<file path="src/rtl/dds_phase_pkg.sv">
package dds_phase_pkg;

    // Build-time origin of the phase step or the phase shift
    typedef enum logic [1:0] {
        SRC_CONST  = 2'd0,
        SRC_LOADED = 2'd1,
        SRC_NONE   = 2'd2
    } src_mode_e;

endpackage

</file>
<file path="src/rtl/dds_word_src.sv">
module dds_word_src
    import dds_phase_pkg::*;
#(
    parameter int unsigned W         = 8,
    parameter int unsigned DIN_W     = 8,
    parameter src_mode_e   MODE      = SRC_LOADED,
    parameter logic [W-1:0] CONST_VAL = '0
) (
    input  logic             clk,
    input  logic             rst,
    input  logic             wr,
    input  logic [DIN_W-1:0] din,
    output logic [W-1:0]     val
);

    generate
        if (MODE == SRC_LOADED) begin : g_loaded
            logic [W-1:0] word_q;
            // store on write, back to the constant on reset
            always_ff @(posedge clk) begin
                if (rst) begin
                    word_q <= CONST_VAL;
                end else if (wr) begin
                    word_q <= W'(din);
                end
            end
            assign val = word_q;
        end else if (MODE == SRC_CONST) begin : g_const
            logic unused_const;
            assign unused_const = ^{clk, rst, wr, din};
            assign val = CONST_VAL;
        end else begin : g_none
            logic unused_none;
            assign unused_none = ^{clk, rst, wr, din};
            assign val = '0;
        end
    endgenerate

endmodule

</file>
<file path="src/rtl/dds_phase_acc.sv">
module dds_phase_acc #(
    parameter int unsigned W   = 8,
    parameter int unsigned LAT = 1
) (
    input  logic         clk,
    input  logic         rst,
    input  logic         ce,
    input  logic [W-1:0] step,
    output logic [W-1:0] acc_q,
    output logic [W-1:0] phase
);

    logic [W-1:0] acc_nxt;

    // modulo 2^W wrap, no saturation
    assign acc_nxt = acc_q + step;

    always_ff @(posedge clk) begin
        if (rst) begin
            acc_q <= '0;
        end else if (ce) begin
            acc_q <= acc_nxt;
        end
    end

    // latency selection
    generate
        if (LAT == 0) begin : g_lat0
            assign phase = acc_nxt;
        end else begin : g_lat1
            assign phase = acc_q;
        end
    endgenerate

endmodule

</file>
<file path="src/rtl/dds_dither_lfsr.sv">
module dds_dither_lfsr #(
    parameter int unsigned   LW   = 16,
    parameter int unsigned   DW   = 2,
    parameter int unsigned   EN   = 1,
    parameter logic [LW-1:0] TAPS = 16'hB400,
    parameter logic [LW-1:0] SEED = 16'h0001
) (
    input  logic          clk,
    input  logic          rst,
    input  logic          ce,
    output logic [LW-1:0] state_q,
    output logic [DW-1:0] dither
);

    logic [LW-1:0] state_nxt;

    // Galois right shift, feedback from the bit shifted out
    assign state_nxt = {1'b0, state_q[LW-1:1]} ^ (state_q[0] ? TAPS : '0);

    always_ff @(posedge clk) begin
        if (rst) begin
            state_q <= SEED;
        end else if (ce) begin
            state_q <= state_nxt;
        end
    end

    generate
        if (EN != 0) begin : g_on
            assign dither = state_q[DW-1:0];
        end else begin : g_off
            assign dither = '0;
        end
    endgenerate

endmodule

</file>
<file path="src/rtl/dds_phase_gen.sv">
module dds_phase_gen
    import dds_phase_pkg::*;
#(
    parameter int unsigned      ACC_W     = 8,
    parameter int unsigned      OUT_W     = 6,
    parameter int unsigned      DIN_W     = 8,
    parameter src_mode_e        INC_SRC   = SRC_LOADED,
    parameter src_mode_e        OFS_SRC   = SRC_LOADED,
    parameter logic [ACC_W-1:0] INC_CONST = ACC_W'(3),
    parameter logic [ACC_W-1:0] OFS_CONST = '0,
    parameter int unsigned      ACC_LAT   = 1,
    parameter int unsigned      DITHER_EN = 1,
    parameter int unsigned      LFSR_W    = 16,
    parameter logic [LFSR_W-1:0] LFSR_TAPS = 16'hB400,
    parameter logic [LFSR_W-1:0] LFSR_SEED = 16'h0001
) (
    input  logic             clk,
    input  logic             rst,
    input  logic             ce,
    input  logic             inc_wr,
    input  logic             ofs_wr,
    input  logic [DIN_W-1:0] load_data,
    output logic [OUT_W-1:0] phase_out
);

    localparam int unsigned DITH_W = ACC_W - OUT_W;

    logic [ACC_W-1:0]  inc_val;
    logic [ACC_W-1:0]  ofs_val;
    logic [ACC_W-1:0]  acc_q;
    logic [ACC_W-1:0]  acc_phase;
    logic [LFSR_W-1:0] lfsr_q;
    logic [DITH_W-1:0] dither;
    logic [ACC_W-1:0]  phase_mix;

    dds_word_src #(
        .W(ACC_W), .DIN_W(DIN_W), .MODE(INC_SRC), .CONST_VAL(INC_CONST)
    ) u_inc_src (
        .clk(clk), .rst(rst), .wr(inc_wr), .din(load_data), .val(inc_val)
    );

    dds_word_src #(
        .W(ACC_W), .DIN_W(DIN_W), .MODE(OFS_SRC), .CONST_VAL(OFS_CONST)
    ) u_ofs_src (
        .clk(clk), .rst(rst), .wr(ofs_wr), .din(load_data), .val(ofs_val)
    );

    dds_phase_acc #(
        .W(ACC_W), .LAT(ACC_LAT)
    ) u_acc (
        .clk(clk), .rst(rst), .ce(ce), .step(inc_val),
        .acc_q(acc_q), .phase(acc_phase)
    );

    dds_dither_lfsr #(
        .LW(LFSR_W), .DW(DITH_W), .EN(DITHER_EN),
        .TAPS(LFSR_TAPS), .SEED(LFSR_SEED)
    ) u_dither (
        .clk(clk), .rst(rst), .ce(ce), .state_q(lfsr_q), .dither(dither)
    );

    // shift and dither wrap modulo 2^ACC_W, keep the top bits
    assign phase_mix = acc_phase + ofs_val + ACC_W'(dither);
    assign phase_out = phase_mix[ACC_W-1 -: OUT_W];

endmodule

</file>
<file path="config.mk">
export PLATFORM = sky130hd
export DESIGN_NAME = dds_phase_gen
export DESIGN_NICKNAME = d
export VERILOG_FILES = /design/src/rtl/dds_phase_pkg.sv /design/src/rtl/dds_word_src.sv /design/src/rtl/dds_phase_acc.sv /design/src/rtl/dds_dither_lfsr.sv /design/src/rtl/dds_phase_gen.sv
export SDC_FILE = /design/constraint.sdc
export NUM_CORES = 1
export LEC_CHECK = 0
export CORE_AREA = 5 5 68 76
export DETAILED_ROUTE_END_ITERATION = 7
export DIE_AREA = 0 0 73 81
export PLACE_DENSITY = 0.73
export SYNTH_ARGS = -nofsm -noshare
export SYNTH_HDL_FRONTEND = slang
export SYNTH_SLANG_ARGS = --single-unit
export TNS_END_PERCENT = 10
</file>
<file path="constraint.sdc">
create_clock -name clk -period 2.55 [get_ports clk]
set_input_delay 0.3825 -clock clk [delete_from_list [all_inputs] [get_ports clk]]
set_output_delay 0.3825 -clock clk [all_outputs]
set_load 0.05 [all_outputs]
</file>
# [After elaboration in Yosys (flattened, before gate mapping)]
# Index checks and enable logic that the tools add are counted.
[totals] reg_bits=40 inputBits=13 out_inout_bits=6 word_cells=9
[op_classes] add_sub_neg=3 muxes=1 bitwise_logic=1
[ops] cell="8-bit adder" n=2
[ops] cell="16-bit two-way mux" n=1
[ops] cell="15-bit by 16-bit bitwise XOR with 16-bit output" n=1
[ops] cell="8-bit by 2-bit adder with 8-bit output" n=1

# [Longest topological paths before layout]
# Gate-level depths: netlist of run 1.
[depth] ltp_word=2 depth_mapped=9 ltp_nobuf=9

# [By module]
# From an unflattened synthesis of run 1, not the netlist that was laid out.
[hier_totals] hier_cells=244 hier_area_um2=2347.3
[modules_own_cells] mod="dds_dither_lfsr" n_inst=1 cells_each=70 area_per_inst_um2=729.4 seq_area_each_um2=320.3
[modules_own_cells] mod="dds_phase_acc" n_inst=1 cells_each=82 area_per_inst_um2=678.2 seq_area_each_um2=160.2
[modules_own_cells] mod="dds_phase_gen" n_inst=1 cells_each=40 area_per_inst_um2=361.6 seq_area_each_um2=0.0
[modules_own_cells] mod="dds_word_src at u_inc_src" n_inst=1 cells_each=26 area_per_inst_um2=292.8 seq_area_each_um2=160.2
[modules_own_cells] mod="dds_word_src at u_ofs_src" n_inst=1 cells_each=26 area_per_inst_um2=285.3 seq_area_each_um2=160.2

# [Worst setup path after synthesis of run 1]
# Ideal clock, no wire load.
[synth_path] path_type="register -> output" startpoint="reg u_acc.acc_q[1]" endpoint="out phase_out[3]" arrival_time_ns=2.671 required_ns=2.168 slack_ns=-0.504 path_stages_with_launch=9 path_buffers=0 path_cell_list="dfxtp_1 inv_1 fa_1 or2_2 fa_1 inv_1 a21o_1 a21oi_1 xnor2_1"
[synth_via] elab_chain_cells=2
[synth_rtl] item="from (decl)" line_no="dds_phase_acc.sv:9" rtl="output logic [W-1:0] acc_q,"
[synth_rtl] item="from (signal assigned)" line_no="dds_phase_acc.sv:22" rtl="acc_q <= acc_nxt;"
[synth_rtl] item="8-bit adder" line_no="dds_phase_gen.sv:63" rtl="assign phase_mix = acc_phase + ofs_val + ACC_W'(dither);"
[synth_rtl] item="8-bit by 2-bit adder with 8-bit output" line_no="dds_phase_gen.sv:63"
[synth_rtl] item="to (decl)" line_no="dds_phase_gen.sv:23" rtl="output logic [OUT_W-1:0] phase_out"
# No other way between the ends.

# [Worst setup path after layout of run 1]
[layout_path] startpoint="reg u_dither.state_q[1]" endpoint="out phase_out[5]"
[layout_via] elab_chain_cells=1
[layout_rtl] item="from (decl)" line_no="dds_dither_lfsr.sv:11" rtl="output logic [LW-1:0] state_q,"
[layout_rtl] item="from (signal assigned)" line_no="dds_dither_lfsr.sv:24" rtl="state_q <= state_nxt;"
[layout_rtl] item="8-bit by 2-bit adder with 8-bit output" line_no="dds_phase_gen.sv:63"
# No other way between the ends.

==> reports/summary.txt, run 1 <==
==================================================================================================
Number of maximum-capacitance constraint violations                                              0
Area growth, synth to finish                                                                 27.1%
Number of enable-type register cells in the synthesized netlist                                  0
Library cell occupying the most area in the post-synthesis netlist                    sky130_fd_sc_hd__dfxtp_1
Via/cell ratio                                                                                5.18
Distinct cells, synth                                                                           37
Gpl congestion                                                                               0.778
Share of synthesized registers carrying an async set or reset                                   0%
Slew at the pin closest to its max-slew limit                                             0.561 ns
Synth Area per Inst                                                                     9.73 sq um
Tightest slew margin relative to the limit                                                   62.5%
Top-area cell type share of the netlist area                                                 37.9%
DR WL/cell                                                                                 12.9 um
Data required, critical path                                                               2.17 ns
Length in cells of the worst reg-to-reg path                                                     7
Kind of launch point of the worst setup path                                             flip-flop
Pin count of the biggest net entering global routing                                            24
Final worst setup slack                                                                  -0.333 ns
Cell area after layout                                                                  2690 sq um
Clock transition time at the flip-flop clock pins of the worst setup and hold paths        0.07 ns
Router iterations before antenna repair                                                          4
Total via count in the routed design                                                         1,545
Setup skew after layout                                                                 0.00936 ns
Routed metal-1 wirelength                                                                  1710 um
Post-layout total power                                                                    1740 uW
Number of pins exceeding their max-slew limit in the final report                                0
Ranking of synthesized cells by instance count                                        40 x sky130_fd_sc_hd__dfxtp_1, 36 x sky130_fd_sc_hd__nor2_1, 30 x sky130_fd_sc_hd__mux2i_1, 18 x sky130_fd_sc_hd__ha_1, 11 x sky130_fd_sc_hd__xnor2_1
Synthesized cell area                                                                   2110 sq um
Number of global-route vias before repair                                                    1,497
Worst-case vdd ir drop                                                                    0.368 mV
Terminating pin of the worst hold path                                                u_dither.state_q[12]
Starting density of the core                                                                 49.6%
Flop-to-flop setup slack                                                                   0.70 ns
Total number of clock tree sinks                                                                40
Cell count of the worst hold path                                                                2
Period Utilization, post-route                                                                113%
Setup repair after global routing missed its margin                                            yes
Leakage power                                                                           0.00123 uW
Length of routed met3 wiring                                                                121 um
Synth Net Count                                                                                251
Reg-to-Reg Start                                                                      u_acc.acc_q[0]
Post-detailed-route DRC marker count                                                             0
Deepest level of the CTS H-tree                                                                  2
Count of inserted antenna diode cells                                                            0
Met2 WL                                                                                    1950 um
Cell Chain, Critical Path                                                             inv_2, fa_2, or2_4, fa_2, inv_1, a21o_1, a21oi_2, o21ai_2, xnor2_4, buf_12
Type of the tightest min-delay check                                                       reg2reg
Number of rows created at floorplan                                                             25
Clock tree from TritonCTS                                                                    built
Buffers on Ports                                                                                18
Global-route wire length before repair                                                     6700 um
Worst flop-to-flop path endpoint                                                      u_acc.acc_q[6]
Register bit total from synthesis                                                               40
Final setup violation count                                                                      4
Status                                                                                finished, violations left
Maximum clock rate                                                                       0.347 GHz
Largest driver fanout on the critical path                                                       2
Violated checks                                                                       setup timing
Final Routed Wirelength                                                                    3860 um
P per Cell Area                                                                        649 nW/um^2
Fraction of the yosys area taken by sequential cells                                         37.9%
I/O pin cnt                                                                                     19
Arrival time of the worst setup path                                                       2.50 ns
Fraction of layout cells with a size suffix above 1                                          20.1%
Top layer used by detailed routing                                                            met4
Antenna Violating Nets Remaining                                                                 0
Category of the most critical setup path                                                   reg2out
Post-layout util                                                                             63.1%
Global route overflow                                                                            0
Min Clock Period, post-route                                                               2.88 ns
Height of the die                                                                            81 um
Gate count of the mapped netlist                                                               217
Total clock buffers created by CTS                                                               5
Die W                                                                                        73 um
Most numerous cell on the critical path                                               sky130_fd_sc_hd__fa_2
Area post-placement                                                                     2520 sq um
Type of destination of the critical path                                               output port
CTS max path bufs                                                                                2
Initial DRC count                                                                               36
Count of final hold-check violations                                                             0
Cells taking the most area after synthesis                                            sky130_fd_sc_hd__dfxtp_1 38%, sky130_fd_sc_hd__mux2i_1 14%, sky130_fd_sc_hd__ha_1 11%
Die footprint                                                                           5910 sq um
Clock latency on the worst-skew pair                                                       0.29 ns
Post-synth top flop                                                                   sky130_fd_sc_hd__dfxtp_1
Final Hold Slack                                                                          0.493 ns
Max incr delay on CP                                                                       0.46 ns
NumNets Final                                                                                  277
Number of antenna violations at the first check in global routing                                0
Root cell of the clock tree                                                           sky130_fd_sc_hd__clkbuf_8
Library cell with the highest instance count after synthesis                          sky130_fd_sc_hd__dfxtp_1
Post-DP HPWL                                                                               2990 um
Slowest cell on the critical path                                                     sky130_fd_sc_hd__fa_2
Hold path startpoint                                                                  u_dither.state_q[12]
Ys Warns                                                                                         0
Placeable core region                                                                   4250 sq um
All-Layer GR Usage                                                                           14.8%
==================================================================================================
how the worst max path moves through the flow:
| stage | startpoint | end | cells past startpoint |
|---|---|---|---|
| finish | u_dither.state_q[1] | phase_out[5] | 10 |
| global route | u_dither.state_q[1] | phase_out[5] | 10 |
| CTS | u_dither.state_q[1] | phase_out[5] | 10 |
| detailed placement | u_ofs_src.val[1] | phase_out[5] | 10 |
| global placement | u_ofs_src.val[1] | phase_out[5] | 10 |
| floorplan | u_acc.acc_q[1] | phase_out[5] | 9 |
layout make-up:
class                   count  area, sq um
clock buffers               7         96.3
repair buffers             31          338
inverters                   8         30.0
multi-input cells         157         1320
fillers                   367         1570
well taps                  54         67.6
flip-flops and latches     40          803
clock inverters             1         30.0
sequential cells by signal, summed over array words and instances (netlist names):
name	count
u_acc.acc_q	8
u_inc_src.val	8
u_dither.state_q	16
u_ofs_src.val	8
report_power, final:
part	total, uW	internal, uW	switching (uW)
clock	556	345	211
combinational	496	248	248
sequential	690	664	26.0
total	1740	1260	485
per-stage QoR:
stage | setup TNS, ns | worst slack, ns | cells
3_5_place_dp | -0.217 | -0.141 | 289
3_3_place_gp | -0.128 | -0.0988 | 289
2_1_floorplan | -0.158 | -0.126 | 217
5_1_grt | -1.16 | -0.442 | 298
6_report | -0.752 | -0.333 | 298
4_1_cts | -0.896 | -0.428 | 297
placed cells by master, fill, tap and decap left out, drive strengths merged:
cell,synthesis,layout
o31ai,1,1
clkdlybuf4s50,0,12
ha,18,18
nor2,36,36
a31oi,1,1
fa,3,3
inv,8,8
a21oi,11,11
dfxtp,40,40
o21bai,1,1
a211o,4,4
a21o,5,5
buf,11,19
nor3b,3,3
bufinv,0,1
o21ai,3,3
xnor2,11,11
mux2i,30,30
clkbuf,1,7
a311oi,1,1
o211ai,1,1
nor4b,1,1
nand4bb,1,1
mux2,1,1
nand3b,1,1
nand3,2,2
nand2,7,7
a211oi,5,5
or2,1,1
nand4,1,1
xor2,2,2
nor3,2,2
nor2b,4,4
metal layers:
layer	vias up	global-route usage [%]
met5	-	0
met1	714	17.2
met4	0	7.20
met2	18	25.6
li1	806	-
met3	7	2.97
cell families (layout without fill, tap and decap cells):
family	count (synthesis)	in the layout	share of synthesized area [%]
mux	31	31	14.9
fa+ha+maj	21	21	13.5
xor+xnor	13	13	5.39
compound gates	33	33	11.2
buf+inv	20	47	4.09
flops	40	40	37.9
simple gates	59	59	13.0
critical path: cells and delay by family, from the launching register on:
family | cells | cell delay, ns
AOI/OAI and AO/OA | 3 | 0.42
xor gates and xnor gates | 1 | 0.16
adders and majority gates | 2 | 0.81
buffers and inverters | 3 | 0.25
DFF | 1 | 0.33
and+or+nand+nor | 1 | 0.24
timing repair:
item,in CTS,in global routing
pin swaps,7,2
hold buffers,0,0
gates resized for setup,8,1
endpoints found under the setup margin,5,5
buffers inserted,0,1
Note: power is estimated with default switching activity, not from simulation.
==> run 2, diff against run 1 <==
Settings changed: CORE_AREA 5 5 68 76 to 5 5 71 79, DIE_AREA 0 0 73 81 to 0 0 76 84, HOLD_SLACK_MARGIN set to 0.1, SYNTH_HIERARCHICAL set to 1.
==> reports/summary.txt, run 2 <==
==================================================================================================
Number of global-route vias before repair                                                    1,581   +5.6%
Clock latency on the worst-skew pair                                                       0.29 ns   about the same
Slowest cell on the critical path                                                     sky130_fd_sc_hd__fa_1
Final worst setup slack                                                                  -0.321 ns   +0.0120 ns
Arrival time of the worst setup path                                                       2.49 ns   about the same
Number of pins exceeding their max-slew limit in the final report                                0   unchanged
Slew at the pin closest to its max-slew limit                                             0.527 ns   -0.0339 ns
Cell Chain, Critical Path                                                             inv_2, fa_1, or2_1, fa_2, nor2b_4, o31a_1, o22ai_2, xnor2_4, buf_12
Count of inserted antenna diode cells                                                            0   unchanged
Number of rows created at floorplan                                                             27   +8.0%
Largest reg by FF count                                                               u_dither/state_q
Number of antenna violations at the first check in global routing                                0   unchanged
Length in cells of the worst reg-to-reg path                                                     8   +1
Largest register FFs                                                                            16   unchanged
Setup repair after global routing missed its margin                                            yes
Synth Area per Inst                                                                     9.74 sq um   about the same
Data required, critical path                                                               2.17 ns   about the same
Clock tree from TritonCTS                                                                    built
Leading cell type in the layout, fill and taps excluded                               sky130_fd_sc_hd__dfxtp_1
DR WL/cell                                                                                 12.8 um   -0.80%
Gate count of the mapped netlist                                                               231   +6.5%
Initial DRC count                                                                               71   +97%
Height of the die                                                                            84 um   +3.7%
Fraction of layout cells with a size suffix above 1                                          17.4%   -2.7 points
Most frequent cells in the layout                                                     37 x sky130_fd_sc_hd__dfxtp_1, 35 x sky130_fd_sc_hd__nor2_1, 29 x sky130_fd_sc_hd__mux2i_1
Synthesized cell area                                                                   2250 sq um   +6.5%
NumNets Final                                                                                  281   +1.4%
Deepest level of the CTS H-tree                                                                  2   unchanged
Worst-case vdd ir drop                                                                    0.270 mV   -27%
Violated checks                                                                       setup timing
Leakage power                                                                           0.00119 uW   -2.7%
Min Clock Period, post-route                                                               2.87 ns   -0.0120 ns
Largest driver fanout on the critical path                                                       2   unchanged
P per Cell Area                                                                        587 nW/um^2   -9.6%
Category of the most critical setup path                                                   reg2out
Category of cells accounting for the largest share of critical-path delay              adder cells
Die W                                                                                        76 um   +4.1%
Final setup violation count                                                                      4   unchanged
Count of final hold-check violations                                                             0   unchanged
Status                                                                                finished, violations left
Worst path bufs/invs                                                                             2   -1
Sum of negative setup slack                                                              -0.698 ns   +0.0540 ns
Tightest slew margin relative to the limit                                                   64.8%   +2.3 points
Final-layout fill cell count                                                                   449   +22%
Critical path depth in cells                                                                     9   -1
Starting density of the core                                                                 46.6%   -3.1 points
Global-route wire length before repair                                                     7000 um   +4.5%
Global route overflow                                                                            0   unchanged
Pin count of the biggest net entering global routing                                            24   unchanged
Clock transition time at the flip-flop clock pins of the worst setup and hold paths        0.07 ns   about the same
Number of maximum-capacitance constraint violations                                              0   unchanged
Placed cell count                                                                              297   +2.8%
Cell count of the worst hold path                                                                2   unchanged
CTS max path bufs                                                                                2   unchanged
Buffers on Ports                                                                                18   unchanged
Total number of clock tree sinks                                                                40   unchanged
Met2 WL                                                                                    1850 um   -5.4%
Type of the tightest min-delay check                                                       reg2reg
Finished Layout Cells                                                                          305   +2.3%
Root cell of the clock tree                                                           sky130_fd_sc_hd__clkbuf_8
Setup skew after layout                                                                 0.00830 ns   -0.00105 ns
Kind of launch point of the worst setup path                                             flip-flop
Die footprint                                                                           6380 sq um   +8.0%
Period Utilization, post-route                                                                113%   -0.47 points
Synth Net Count                                                                                265   +5.6%
Placeable core region                                                                   4830 sq um   +14%
Routed metal-1 wirelength                                                                  1870 um   +9.4%
Via/cell ratio                                                                                5.08   -2.0%
Count of hold buffers inserted by post-cts repair                                                0   unchanged
Maximum clock rate                                                                       0.348 GHz   +0.42%
Total via count in the routed design                                                         1,550   +0.32%
Top layer used by detailed routing                                                            met4
Antenna Violating Nets Remaining                                                                 0   unchanged
All-Layer GR Usage                                                                           13.3%   -1.5 points
Ys Warns                                                                                         6   +6
Max incr delay on CP                                                                       0.48 ns   +0.02 ns
Post-detailed-route DRC marker count                                                             0   unchanged
I/O pin cnt                                                                                     19   unchanged
Post-DP HPWL                                                                               2950 um   -1.2%
Type of destination of the critical path                                               output port
Area growth, synth to finish                                                                 16.0%
Router iterations before antenna repair                                                          4   unchanged
Final Routed Wirelength                                                                    3920 um   +1.5%
Length of routed met3 wiring                                                                141 um   +17%
Gpl congestion                                                                               0.794   +2.1%
Total clock buffers created by CTS                                                               5   unchanged
==================================================================================================
==> run 2: repair_timing <==
action                                  CTS  global route
endpoints found under the setup margin    5             6
setup buffers                             1             0
pin swaps                                 2             0
gates resized for setup                   3             1
==> run 2: final cells by class <==
| type | count | area, sq um | share of cell area [%] |
|---|---|---|---|
| Clock buffer | 6 | 72.6 | 2.78 |
| Clock inverter | 1 | 5.00 | 0.192 |
| Inverter | 11 | 41.3 | 1.58 |
| Multi-Input combinational cell | 160 | 1290 | 49.3 |
| Sequential cell | 40 | 805 | 30.8 |
| Tap cell | 58 | 72.6 | 2.78 |
| Timing Repair Buffer | 29 | 327 | 12.5 |
==> run 2: path summary, 6_finish.rpt <==
path | from | endpoint | slack (ns)
max | u_ofs_src/val[1] | phase_out[5] | -0.32
min | u_dither/state_q[15] | u_dither/state_q[14] | 0.50
max reg2reg | u_acc/acc_q[0] | u_acc/acc_q[6] | 0.37
min reg2reg | u_dither/state_q[15] | u_dither/state_q[14] | 0.50
==> run 2: layer usage <==
metal,global-route usage (%),vias to the layer above
met5,0,-
met2,21.3,20
met1,16.4,703
li1,-,820
met4,5.34,0
met3,4.10,7
==> run 2: worst reg2reg max path: stages (launching register included) <==
cell	delay [ns]
sky130_fd_sc_hd__dfxtp_1	0.36
sky130_fd_sc_hd__ha_1	0.20
sky130_fd_sc_hd__inv_1	0.06
sky130_fd_sc_hd__fa_1	0.41
sky130_fd_sc_hd__nor2b_1	0.13
sky130_fd_sc_hd__o21a_1	0.15
sky130_fd_sc_hd__o21bai_1	0.09
sky130_fd_sc_hd__and3_1	0.15
sky130_fd_sc_hd__or4_1	0.51
==> run 2: through the flow <==
stage	power (uW)	util (%)	worst slack, ns	hold WS, ns	instance area [sq um]
final	1530	54.0	-0.321	0.496	2610
after global routing	1630	54.0	-0.413	0.518	2610
after CTS	1560	54.0	-0.330	0.502	2610
after detailed placement	1160	52.1	-0.138	0.483	2520
after global placement	1150	52.1	-0.0638	0.476	2520
after floorplan	1020	-	-0.172	0.456	2290
==> run 2: power breakdown <==
| part | switching (uW) | internal [uW] |
|---|---|---|
| combinational | 234 | 224 |
| clock | 198 | 186 |
| sequential | 25.6 | 663 |
| total | 458 | 1070 |
==> run 3, diff against run 2 <==
Settings changed: PLACE_DENSITY 0.73 to 0.7.
==> reports/summary.txt, run 3 (synthesized netlist as in run 2, its figures left out) <==
==================================================================================================
CTS max path bufs                                                                                2   unchanged
Number of global-route vias before repair                                                    1,486   -6.0%
Most frequent cells in the layout                                                     37 x sky130_fd_sc_hd__dfxtp_1, 35 x sky130_fd_sc_hd__nor2_1, 29 x sky130_fd_sc_hd__mux2i_1
Setup repair after global routing missed its margin                                            yes
Number of antenna violations at the first check in global routing                                0   unchanged
Starting density of the core                                                                 46.6%   unchanged
Global route overflow                                                                            0   unchanged
Largest driver fanout on the critical path                                                       2   unchanged
Count of hold buffers inserted by post-cts repair                                                0   unchanged
Post-detailed-route DRC marker count                                                             0   unchanged
Post-layout util                                                                             54.4%   +0.39 points
Largest reg by FF count                                                               u_dither/state_q
Kind of launch point of the worst setup path                                             flip-flop
Length of routed met3 wiring                                                                170 um   +21%
Type of the tightest min-delay check                                                       reg2reg
Area growth, synth to finish                                                                 16.8%
Total clock buffers created by CTS                                                               5   unchanged
DR WL/cell                                                                                 12.7 um   -0.82%
Final Hold Slack                                                                          0.495 ns   -0.000458 ns
Violated checks                                                                       setup timing
Die footprint                                                                           6380 sq um   unchanged
Met2 WL                                                                                    1780 um   -3.8%
Final Routed Wirelength                                                                    3890 um   -0.82%
Period Utilization, post-route                                                                112%   -1.0 points
Post-layout total power                                                                    1650 uW   +7.6%
Placeable core region                                                                   4830 sq um   unchanged
Leakage power                                                                           0.00120 uW   +0.75%
Antenna Violating Nets Remaining                                                                 0   unchanged
Via/cell ratio                                                                                5.18   +1.9%
Tightest slew margin relative to the limit                                                   57.9%   -6.9 points
Post-DP HPWL                                                                               2920 um   -0.92%
Min Clock Period, post-route                                                               2.85 ns   -0.0254 ns
Count of final hold-check violations                                                             0   unchanged
Final worst setup slack                                                                  -0.295 ns   +0.0254 ns
Initial DRC count                                                                               68   -4.2%
Maximum clock rate                                                                       0.351 GHz   +0.89%
Number of pins exceeding their max-slew limit in the final report                                0   unchanged
Clock latency on the worst-skew pair                                                       0.29 ns   about the same
Die W                                                                                        76 um   unchanged
Leading cell type in the layout, fill and taps excluded                               sky130_fd_sc_hd__dfxtp_1
Setup skew after layout                                                                 0.00628 ns   -0.00202 ns
Type of destination of the critical path                                               output port
Post-Place Worst Slack                                                                   -0.127 ns   +0.0107 ns
Number of rows created at floorplan                                                             27   unchanged
Deepest level of the CTS H-tree                                                                  2   unchanged
Buffers on Ports                                                                                18   unchanged
I/O pin cnt                                                                                     19   unchanged
Slew at the pin closest to its max-slew limit                                             0.630 ns   +0.103 ns
Clock tree from TritonCTS                                                                    built
Gpl congestion                                                                               0.802   +1.0%
Arrival time of the worst setup path                                                       2.46 ns   -0.03 ns
Global-route wire length before repair                                                     6900 um   -1.5%
Top layer used by detailed routing                                                            met4
Data required, critical path                                                               2.17 ns   about the same
Worst-case vdd ir drop                                                                    0.292 mV   +8.2%
Routed metal-1 wirelength                                                                  1850 um   -0.80%
Height of the die                                                                            84 um   unchanged
Total number of clock tree sinks                                                                40   unchanged
Count of inserted antenna diode cells                                                            0   unchanged
Largest register FFs                                                                            16   unchanged
Final setup violation count                                                                      4   unchanged
Root cell of the clock tree                                                           sky130_fd_sc_hd__clkbuf_8
Pin count of the biggest net entering global routing                                            31   +29%
P per Cell Area                                                                        627 nW/um^2   +6.8%
All-Layer GR Usage                                                                           13.3%   +0.044 points
Category of the most critical setup path                                                   reg2out
Number of maximum-capacitance constraint violations                                              0   unchanged
Total via count in the routed design                                                         1,580   +1.9%
NumNets Final                                                                                  280   -0.36%
Clock transition time at the flip-flop clock pins of the worst setup and hold paths        0.08 ns   about the same
Status                                                                                finished, violations left
Fraction of layout cells with a size suffix above 1                                          17.4%   unchanged
Router iterations before antenna repair                                                          4   unchanged
==================================================================================================
## run 3: area by class of cell
cell class / instances / area, sq um
fill: 430 / 2200
multi-input combinational: 160 / 1290
sequential: 40 / 805
timing repair buffer: 28 / 315
clock buffer: 6 / 72.6
tap: 58 / 72.6
inverter: 11 / 41.3
clock inverter: 2 / 35.0
## run 3: through the flow
stage | cell area [sq um] | std cells | TNS (ns)
floorplan | 2290 | 231 | -0.440
global placement | 2510 | 296 | -0.0745
detailed placement | 2510 | 296 | -0.131
CTS | 2630 | 305 | -0.851
global route | 2630 | 305 | -1.36
finish | 2630 | 305 | -0.712
## run 3: final timing paths
path	startpoint	to	slack, ns	cells past startpoint
setup / recovery	u_ofs_src/val[1]	phase_out[5]	-0.30	9
hold reg to reg	u_dither/state_q[15]	u_dither/state_q[15]	0.50	2
hold / removal	u_dither/state_q[15]	u_dither/state_q[15]	0.50	2
setup reg to reg	u_acc/acc_q[0]	u_acc/acc_q[6]	0.38	8
## run 3: where the power goes
part	switching (uW)	internal, uW
sequential	25.7	663
clock	211	290
combinational	234	223
total	470	1180
## run 3: timing repair
item                                   in CTS  in global routing
resized for setup                           2                  1
setup endpoints to repair                   6                  6
setup buffers                               1                  0
endpoints found under the hold margin       0                  0
pin swaps                                   2                  1
## run 3: worst max-delay path: stages, from the launching register on
cell and delay (ns):
sky130_fd_sc_hd__dfxtp_2 0.33, sky130_fd_sc_hd__inv_2 0.04, sky130_fd_sc_hd__fa_1 0.48, sky130_fd_sc_hd__or2_1 0.24
sky130_fd_sc_hd__fa_2 0.37, sky130_fd_sc_hd__nor2b_4 0.12, sky130_fd_sc_hd__o31a_1 0.16, sky130_fd_sc_hd__o22ai_2 0.11
sky130_fd_sc_hd__xnor2_4 0.17, sky130_fd_sc_hd__buf_12 0.15
## run 3: metal layers
layer	global-route usage [%]	vias up
met5	0	-
met4	5.02	0
met3	4.64	8
met2	20.7	26
met1	16.8	731
li1	-	815
